`config.mk`:
```
export PLATFORM = sky130hd
export DESIGN_NAME = vresp_encoder
export DESIGN_NICKNAME = d
export VERILOG_FILES = /design/src/rtl/vresp_pkg.sv /design/src/rtl/vresp_rst_sync.sv /design/src/rtl/vresp_byte_store.sv /design/src/rtl/vresp_symbol_map.sv /design/src/rtl/vresp_encoder.sv
export SDC_FILE = /design/constraint.sdc
export NUM_CORES = 1
export LEC_CHECK = 0
export BUFFER_PORTS_ARGS = -buffer_cell sky130_fd_sc_hd__buf_2
export CAP_MARGIN = 10
export CORE_AREA = 2 2 173 175
export DETAILED_ROUTE_END_ITERATION = 10
export DIE_AREA = 0 0 175 177
export GPL_TIMING_DRIVEN = 1
export PLACE_DENSITY = 0.41
export SYNTH_ARGS = -nofsm -noshare
export SYNTH_HDL_FRONTEND = slang
export SYNTH_HIERARCHICAL = 1
export SYNTH_SLANG_ARGS = --single-unit
```
`constraint.sdc`:
```
create_clock -name clk -period 1.7 [get_ports clk]
set_input_delay 0.34 -clock clk [delete_from_list [all_inputs] [get_ports clk]]
set_output_delay 0.34 -clock clk [all_outputs]
set_load 0.01 [all_outputs]
```
`src/rtl/vresp_pkg.sv`:
```
package vresp_pkg;

  typedef enum logic [2:0] {
    ST_IDLE,
    ST_FILL,
    ST_ARMED,
    ST_LEAD,
    ST_SLOT,
    ST_TAIL
  } vresp_state_e;

  // bit i holds half-bit slot i (slot 0 is sent first)
  localparam logic [7:0] SOF_PAT = 8'hB8;
  localparam logic [7:0] EOF_PAT = 8'h1D;

  // ticks per half-bit slot is fixed at 8: the start is aligned to 8-tick words
  localparam int SUB_BITS = 3;

endpackage

```
`src/rtl/vresp_rst_sync.sv`:
```
module vresp_rst_sync (
  input  logic clk,
  input  logic rst_n,
  output logic rst_sync_n
);
  logic stage_q;

  always_ff @(posedge clk or negedge rst_n) begin
    if (!rst_n) begin
      stage_q    <= 1'b0;
      rst_sync_n <= 1'b0;
    end else begin
      stage_q    <= 1'b1;
      rst_sync_n <= stage_q;
    end
  end
endmodule

```
`src/rtl/vresp_byte_store.sv`:
```
module vresp_byte_store #(
  parameter int MAX_LEN = 16,
  localparam int IDX_W  = $clog2(MAX_LEN)
) (
  input  logic             clk,
  input  logic             wr_en,
  input  logic [IDX_W-1:0] wr_idx,
  input  logic [7:0]       wr_data,
  input  logic [IDX_W-1:0] rd_idx,
  output logic [7:0]       rd_data
);
  logic [7:0] mem_q [MAX_LEN];

  for (genvar g = 0; g < MAX_LEN; g++) begin : g_entry
    always_ff @(posedge clk) begin
      if (wr_en && (wr_idx == IDX_W'(g))) begin
        mem_q[g] <= wr_data;
      end
    end
  end

  assign rd_data = mem_q[rd_idx];
endmodule

```
`src/rtl/vresp_symbol_map.sv`:
```
module vresp_symbol_map
  import vresp_pkg::*;
#(
  parameter int MAX_LEN = 16,
  parameter int LEN_W   = 5,
  parameter int SLOT_W  = 9,
  parameter int IDX_W   = 4
) (
  input  logic [SLOT_W-1:0] slot_idx,
  input  logic [LEN_W-1:0]  len,
  input  logic [7:0]        byte_val,
  output logic [IDX_W-1:0]  byte_idx,
  output logic              half_bit,
  output logic              last_slot
);
  logic [SLOT_W-1:0] data_slots;
  logic [SLOT_W-1:0] rel;
  logic [2:0]        bit_pos;

  assign data_slots = SLOT_W'(len) << 4;
  assign rel        = slot_idx - SLOT_W'(8);
  assign bit_pos    = rel[3:1];
  assign byte_idx   = rel[IDX_W+3:4];
  assign last_slot  = (slot_idx == (data_slots + SLOT_W'(15)));

  // SOF and EOF both begin on a multiple of 8, so the low 3 bits select the pattern bit
  always_comb begin
    if (slot_idx < SLOT_W'(8)) begin
      half_bit = SOF_PAT[slot_idx[2:0]];
    end else if (rel < data_slots) begin
      half_bit = rel[0] ? byte_val[bit_pos] : ~byte_val[bit_pos];
    end else begin
      half_bit = EOF_PAT[slot_idx[2:0]];
    end
  end
endmodule

```
`src/rtl/vresp_encoder.sv`:
```
module vresp_encoder
  import vresp_pkg::*;
#(
  parameter int MAX_LEN    = 16,
  parameter int TICK_W     = 16,
  parameter int TURNAROUND = 132,
  parameter int PIPE_COMP  = 1,
  parameter int SLOW_REP   = 4,
  localparam int LEN_W     = $clog2(MAX_LEN + 1)
) (
  input  logic              clk,
  input  logic              rst_n,
  input  logic              tick_en,
  input  logic [TICK_W-1:0] tick_count,
  input  logic [TICK_W-1:0] rdr_eof_tick,
  input  logic              slow_mode,
  input  logic [LEN_W-1:0]  frame_len,
  input  logic              start_valid,
  input  logic              byte_valid,
  input  logic [7:0]        byte_data,
  output logic              byte_ready,
  output logic              busy,
  output logic              mod_out
);
  localparam int IDX_W  = $clog2(MAX_LEN);
  localparam int SLOT_W = $clog2(16 * MAX_LEN + 16);
  localparam int SUB_W  = $clog2((1 << SUB_BITS) * SLOW_REP);
  localparam int CNT_W  = SUB_BITS + 1;

  logic rst_sync_n;

  vresp_state_e      state_q, state_d, eff_state;
  logic [LEN_W-1:0]  len_q, len_d, len_eff;
  logic [TICK_W-1:0] start_q, start_d, sched;
  logic [SUB_BITS-1:0] off_q, off_d;
  logic              slow_q, slow_d;
  logic [LEN_W-1:0]  wr_idx_q, wr_idx_d;
  logic [SLOT_W-1:0] slot_q, slot_d;
  logic [SUB_W-1:0]  sub_q, sub_d, last_sub;
  logic [CNT_W-1:0]  cnt_q, cnt_d, eff_cnt;
  logic              mod_q, mod_d;

  logic              byte_acc, hit, run_tick;
  logic [IDX_W-1:0]  rd_idx;
  logic [7:0]        rd_byte;
  logic              half_bit, last_slot;

  vresp_rst_sync u_rst_sync (
    .clk        (clk),
    .rst_n      (rst_n),
    .rst_sync_n (rst_sync_n)
  );

  vresp_byte_store #(.MAX_LEN(MAX_LEN)) u_store (
    .clk     (clk),
    .wr_en   (byte_acc),
    .wr_idx  (wr_idx_q[IDX_W-1:0]),
    .wr_data (byte_data),
    .rd_idx  (rd_idx),
    .rd_data (rd_byte)
  );

  vresp_symbol_map #(
    .MAX_LEN (MAX_LEN),
    .LEN_W   (LEN_W),
    .SLOT_W  (SLOT_W),
    .IDX_W   (IDX_W)
  ) u_map (
    .slot_idx  (slot_q),
    .len       (len_q),
    .byte_val  (rd_byte),
    .byte_idx  (rd_idx),
    .half_bit  (half_bit),
    .last_slot (last_slot)
  );

  assign sched    = rdr_eof_tick + TICK_W'(TURNAROUND - PIPE_COMP);
  assign len_eff  = (frame_len > LEN_W'(MAX_LEN)) ? LEN_W'(MAX_LEN) : frame_len;
  assign last_sub = slow_q ? SUB_W'((1 << SUB_BITS) * SLOW_REP - 1)
                           : SUB_W'((1 << SUB_BITS) - 1);
  assign byte_acc = byte_valid && (state_q == ST_FILL);
  assign hit      = tick_en && (state_q == ST_ARMED) && (tick_count == start_q);
  assign run_tick = hit || (tick_en && ((state_q == ST_LEAD) ||
                                        (state_q == ST_SLOT) ||
                                        (state_q == ST_TAIL)));

  // next-state logic
  always_comb begin
    state_d  = state_q;
    len_d    = len_q;
    start_d  = start_q;
    off_d    = off_q;
    slow_d   = slow_q;
    wr_idx_d = wr_idx_q;
    slot_d   = slot_q;
    sub_d    = sub_q;
    cnt_d    = cnt_q;
    mod_d    = mod_q;

    // the aligning tick is handled as the first tick of the lead-in
    eff_state = hit ? ST_LEAD : state_q;
    eff_cnt   = hit ? {1'b0, off_q} : cnt_q;
    if ((eff_state == ST_LEAD) && (eff_cnt == '0)) begin
      eff_state = ST_SLOT;
    end

    unique case (state_q)
      ST_IDLE: begin
        if (start_valid) begin
          len_d    = len_eff;
          start_d  = {sched[TICK_W-1:SUB_BITS], {SUB_BITS{1'b0}}};
          off_d    = sched[SUB_BITS-1:0];
          slow_d   = slow_mode;
          wr_idx_d = '0;
          slot_d   = '0;
          sub_d    = '0;
          state_d  = (len_eff == '0) ? ST_ARMED : ST_FILL;
        end
      end
      ST_FILL: begin
        if (byte_valid) begin
          wr_idx_d = wr_idx_q + 1'b1;
          if (wr_idx_q == (len_q - 1'b1)) begin
            state_d = ST_ARMED;
          end
        end
      end
      default: begin
        if (run_tick) begin
          unique case (eff_state)
            ST_LEAD: begin
              mod_d   = 1'b0;
              cnt_d   = eff_cnt - 1'b1;
              state_d = ST_LEAD;
            end
            ST_SLOT: begin
              mod_d   = half_bit;
              state_d = ST_SLOT;
              if (sub_q == last_sub) begin
                sub_d = '0;
                if (last_slot) begin
                  state_d = ST_TAIL;
                  cnt_d   = CNT_W'(1 << SUB_BITS) - {1'b0, off_q};
                end else begin
                  slot_d = slot_q + 1'b1;
                end
              end else begin
                sub_d = sub_q + 1'b1;
              end
            end
            ST_TAIL: begin
              mod_d = 1'b0;
              cnt_d = cnt_q - 1'b1;
              if (cnt_q == CNT_W'(1)) begin
                state_d = ST_IDLE;
              end
            end
            default: begin
            end
          endcase
        end
      end
    endcase
  end

  // state registers
  always_ff @(posedge clk or negedge rst_sync_n) begin
    if (!rst_sync_n) begin
      state_q  <= ST_IDLE;
      len_q    <= '0;
      start_q  <= '0;
      off_q    <= '0;
      slow_q   <= 1'b0;
      wr_idx_q <= '0;
      slot_q   <= '0;
      sub_q    <= '0;
      cnt_q    <= '0;
      mod_q    <= 1'b0;
    end else begin
      state_q  <= state_d;
      len_q    <= len_d;
      start_q  <= start_d;
      off_q    <= off_d;
      slow_q   <= slow_d;
      wr_idx_q <= wr_idx_d;
      slot_q   <= slot_d;
      sub_q    <= sub_d;
      cnt_q    <= cnt_d;
      mod_q    <= mod_d;
    end
  end

  assign busy       = (state_q != ST_IDLE);
  assign byte_ready = (state_q == ST_FILL);
  assign mod_out    = mod_q;
endmodule

```
==> run summary <==
The total global routing track utilization is 0.155. The number of inserted diodes came out at 0. The number of global-route vias before repair is 6500. The internal power is 9.31 mW.

The maximum number of pins on one net before global-route repair came out at 50. The DRC violation total after the first TritonRoute iteration came out at 306. The number of standard cells after synthesis is 630. The ratio of cells with drive above 1 in the final layout is 0.449. The per-instance average area after synthesis is 13.7 um^2. The fraction of synthesized cell area taken by the top area cell type is 0.445. OpenSTA, run right after detailed placement, puts the worst setup slack at -1.87 ns. Clock tree synthesis selected as its root buffer the cell sky130_fd_sc_hd__clkbuf_16.

The timing endpoint of the critical path is state_q[0]$_DFFE_PN0P_. The combinational share of power came out at 0.303. The routed via count divided by cell count is 4.78. The floorplan core area is 29200 um^2.

The worst register-to-register path ends at state_q[0]$_DFFE_PN0P_. The critical path goes through and4bb_2 -> nand4_1 -> or4_4 -> a21oi_4 -> ha_4 -> nor3b_4 -> nand4_1 -> or4_4 -> a21oi_4 -> o21ai_1 -> mux2_2. Setup repair after global routing could not meet its margin everywhere. The synthesized netlist occupies a cell area of 8630 um^2. Clock tree synthesis found a total of 179 sinks. The count of H-tree levels built during CTS came out at 4. The TritonCTS clock tree is built.

The post-layout instance count excluding filler cells came out at 1249. Leaving out fill and tap cells, the most frequent cells in the layout are sky130_fd_sc_hd__edfxtp_1 (128), sky130_fd_sc_hd__buf_4 (115), sky130_fd_sc_hd__buf_2 (51), sky130_fd_sc_hd__dfrtp_1 (49), sky130_fd_sc_hd__nand2_1 (46). 54 I/O pins were placed. The number of distinct library cells after synthesis is 70. The worst-case clock buffer depth came out at 2. The setup-violating endpoint count in the final report is 162. The run finished, with violations left. During placement, the flow inserted port buffers numbering 53. The async set or reset register ratio after synthesis is 0.285. Of the total power, the clock network draws 0.298. In the finished design, the share of the clock period the worst path needs comes to 1.98. The peak fanout along the critical path is 5. In this run the critical register-to-register path is launched from state_q[2]$_DFFE_PN0P_.

The number of nets in the layout is 911. The kind of start point of the critical path is a register. After synthesis, the cell types taking the most area are sky130_fd_sc_hd__edfxtp_1 (45%), sky130_fd_sc_hd__dfrtp_1 (15%), sky130_fd_sc_hd__mux4_1 (4.9%).

The checks that failed: setup timing. Setup total negative slack on the finished layout was measured at -75.45 ns. STA classifies the critical path endpoint as a register.

The detailed-router iteration count before antenna repair is 4. The share of total power dissipated in sequential elements is 0.399. Max-cap violations in this run came to 0.

Total power for the finished layout comes to 13.4 mW. The worst setup path is of the reg2reg kind. The aggregate routed wire length is 22800 um. IR analysis of the VDD net gives a maximum drop of 0.000523 V.

The die covers 31000 um^2. The total of fill cells in the finished design is 2705. During synthesis, Yosys emitted a total of 6 warnings. The power density over the cells is 1110 nW/um^2. The wire-length estimate of the detail-placed layout is 15900 um.

The final setup slack of the worst path is -1.67 ns. The die is 175 um wide. Summed over all cells, the static leakage comes to 4.62 nW. The post-synthesis sequential element count is 179. Clock-pin slew was measured on the worst setup and hold paths at 0.08 ns. For the pin with the worst max-slew slack, the measured transition is 0.550 ns. For flop-to-flop paths, the worst setup slack is -1.67 ns. The most used flip-flop cell after synthesis is sky130_fd_sc_hd__edfxtp_1. The share of synthesized area occupied by flip-flops and latches came out at 0.593. At the end of routability-driven placement, the weighted congestion stood at 0.799. The maximum cell stage delay along the critical path is 0.64 ns.

Among all stages on the critical path, the largest delay is contributed by sky130_fd_sc_hd__or4_4. The worst pin sits at a relative slew slack of 0.633. The layout-stage area growth over the synthesis result is 39.8%.

The total overflow reported by the global router is 0. The net switching share of the total power is 0.307. The number of enable flip-flop cells after synthesis is 128. The synthesized design spends more area on one cell type than any other, namely sky130_fd_sc_hd__edfxtp_1. Dividing the detail-routed wire length by the instance count gives 18.3 um. Counting instances, the worst hold path has a depth of 3. The worst endpoint data arrival time came out at 3.69 ns. Counting the buffers created by CTS gives 17. For the finished layout, the period the worst path requires is 3.37 ns. The start point of the critical path is state_q[2]$_DFFE_PN0P_. Measured along the y axis, the die boundary spans 177 um. The post-placement cell count is 1197. The net count after synthesis is 695. The number of max-slew violations in the final report is 0. The type of the tightest min-delay check is in2reg. The count of vias placed by the detailed router came out at 5972. The final hold violation count is 0.

Summed over all nets, the switching power comes to 4.13 mW. The number of cells on the worst reg-to-reg path is 11. For this configuration, the core starts out at a cell density of 0.295. The global-route wire length before repair is 36400 um.

The largest clock skew in the final design is 0.0115 ns. The initial antenna violation count came out at 0. The most frequent standard cell in the layout excluding fill and tap cells is sky130_fd_sc_hd__edfxtp_1. Once detail routing completed, the nets flagged for antenna violations numbered 0. The DRC violation count after routing is 0. The clock latency of the later-clocked register in the worst-skew pair is 0.43 ns. The required time of the worst setup path is 2.03 ns.

The placement row count is 63. The highest clock rate came out at 297 MHz.
how the worst min path moves through the flow:
| stage | startpoint | endpoint | slack (ns) |
|---|---|---|---|
| after detailed placement | rst_n | u_rst_sync/stage_q$_DFF_PN0_ | 0.13 |
| after global placement | rst_n | u_rst_sync/stage_q$_DFF_PN0_ | 0.13 |
| after CTS | slow_mode | slow_q$_DFFE_PN0P_ | 0.09 |
| after floorplan | rst_n | u_rst_sync/rst_sync_n$_DFF_PN0_ | 0.04 |
| final | slow_mode | slow_q$_DFFE_PN0P_ | 0.11 |
| after global routing | slow_mode | slow_q$_DFFE_PN0P_ | 0.13 |
kinds of logic after synthesis:
kind of cell | count (synthesis) | synth area share
and+or+nand+nor | 186 | 0.116
DFF | 179 | 0.593
AOI/OAI and AO/OA | 108 | 0.0819
buffers and inverters | 49 | 0.0297
xor gates and xnor gates | 47 | 0.0477
muxes | 46 | 0.110
adders and majority gates | 14 | 0.0203
other | 1 | 0.000434
power by group through the flow:
| stage | Combinational (mW) | Sequential [mW] | Clock [mW] |
|---|---|---|---|
| global route | 4.47 | 5.41 | 4.27 |
| floorplan | 1.74 | 5.51 | 0 |
| global placement | 3.38 | 5.44 | 0 |
| CTS | 4.00 | 5.37 | 4.11 |
| finish | 4.07 | 5.36 | 4.01 |
| detailed placement | 3.45 | 5.44 | 0 |
synth_stat cells (all sizes together) (3+ instances only):
cell type and n:
a21o 4, a21oi 21, a22o 3, a22oi 16, and2 6, and3 4, buf 15, clkbuf 6
clkdlybuf4s25 3, dfrtp 51, edfxtp 128, ha 14, inv 25, mux2 6, mux2i 6, mux4 34
nand2 51, nand2b 5, nand3 18, nand3b 9, nand4 12, nor2 33, nor2b 4, nor3 13
o21ai 35, o31ai 8, or3 3, or4 10, xnor2 26, xor2 21
registers in the layout (all words and copies together), names as in the netlist:
register,count
start_q,13
wr_idx_q,5
sub_q,5
slow_q,1
off_q,3
u_rst_sync/rst_sync_n,1
u_store/mem_q,128
len_q,5
u_rst_sync/stage_q,1
mod_out,1
cnt_q,4
state_q,3
slot_q,9
timing repair:
item,CTS,global route
gates resized for setup,96,18
endpoints found under the setup margin,152,179
pin swaps,37,18
setup buffers,17,2
hold endpoints to repair,2,0
hold buffers,1,0
cloned,2,0
per-layer routing:
layer	global-route usage	share of wire	vias up
li1	-	-	2855
met1	0.200	0.45	3000
met3	0.0262	0.033	15
met5	0	0	-
met2	0.266	0.51	102
met4	0.0476	0.013	0
cell type report:
class,count,area [um^2],share of cell area
sequential,179,5120,0.425
multi-input combinational,402,3760,0.312
timing repair buffer,221,2000,0.165
tap,390,488,0.0404
clock buffer,18,429,0.0356
clock inverter,14,171,0.0142
inverter,25,96.3,0.00798
stage by stage:
step	area [um^2]	util	hold WS, ns
finish	12100	0.413	0.111
global route	12100	0.413	0.131
CTS	12000	0.411	0.0933
detailed placement	10800	0.370	0.128
global placement	10800	0.370	0.126
floorplan	8850	-	0.0444
critical path: cells and delay by family, from the launching register on:
kind / cells / cell delay (ns)
AO/OA/AOI/OAI: 3 / 0.46
AND/OR/NAND/NOR: 6 / 1.97
adder cells (fa/ha/maj): 1 / 0.17
flip-flops: 1 / 0.37
multiplexers: 1 / 0.27
Note: power is estimated with default switching activity, not from simulation.
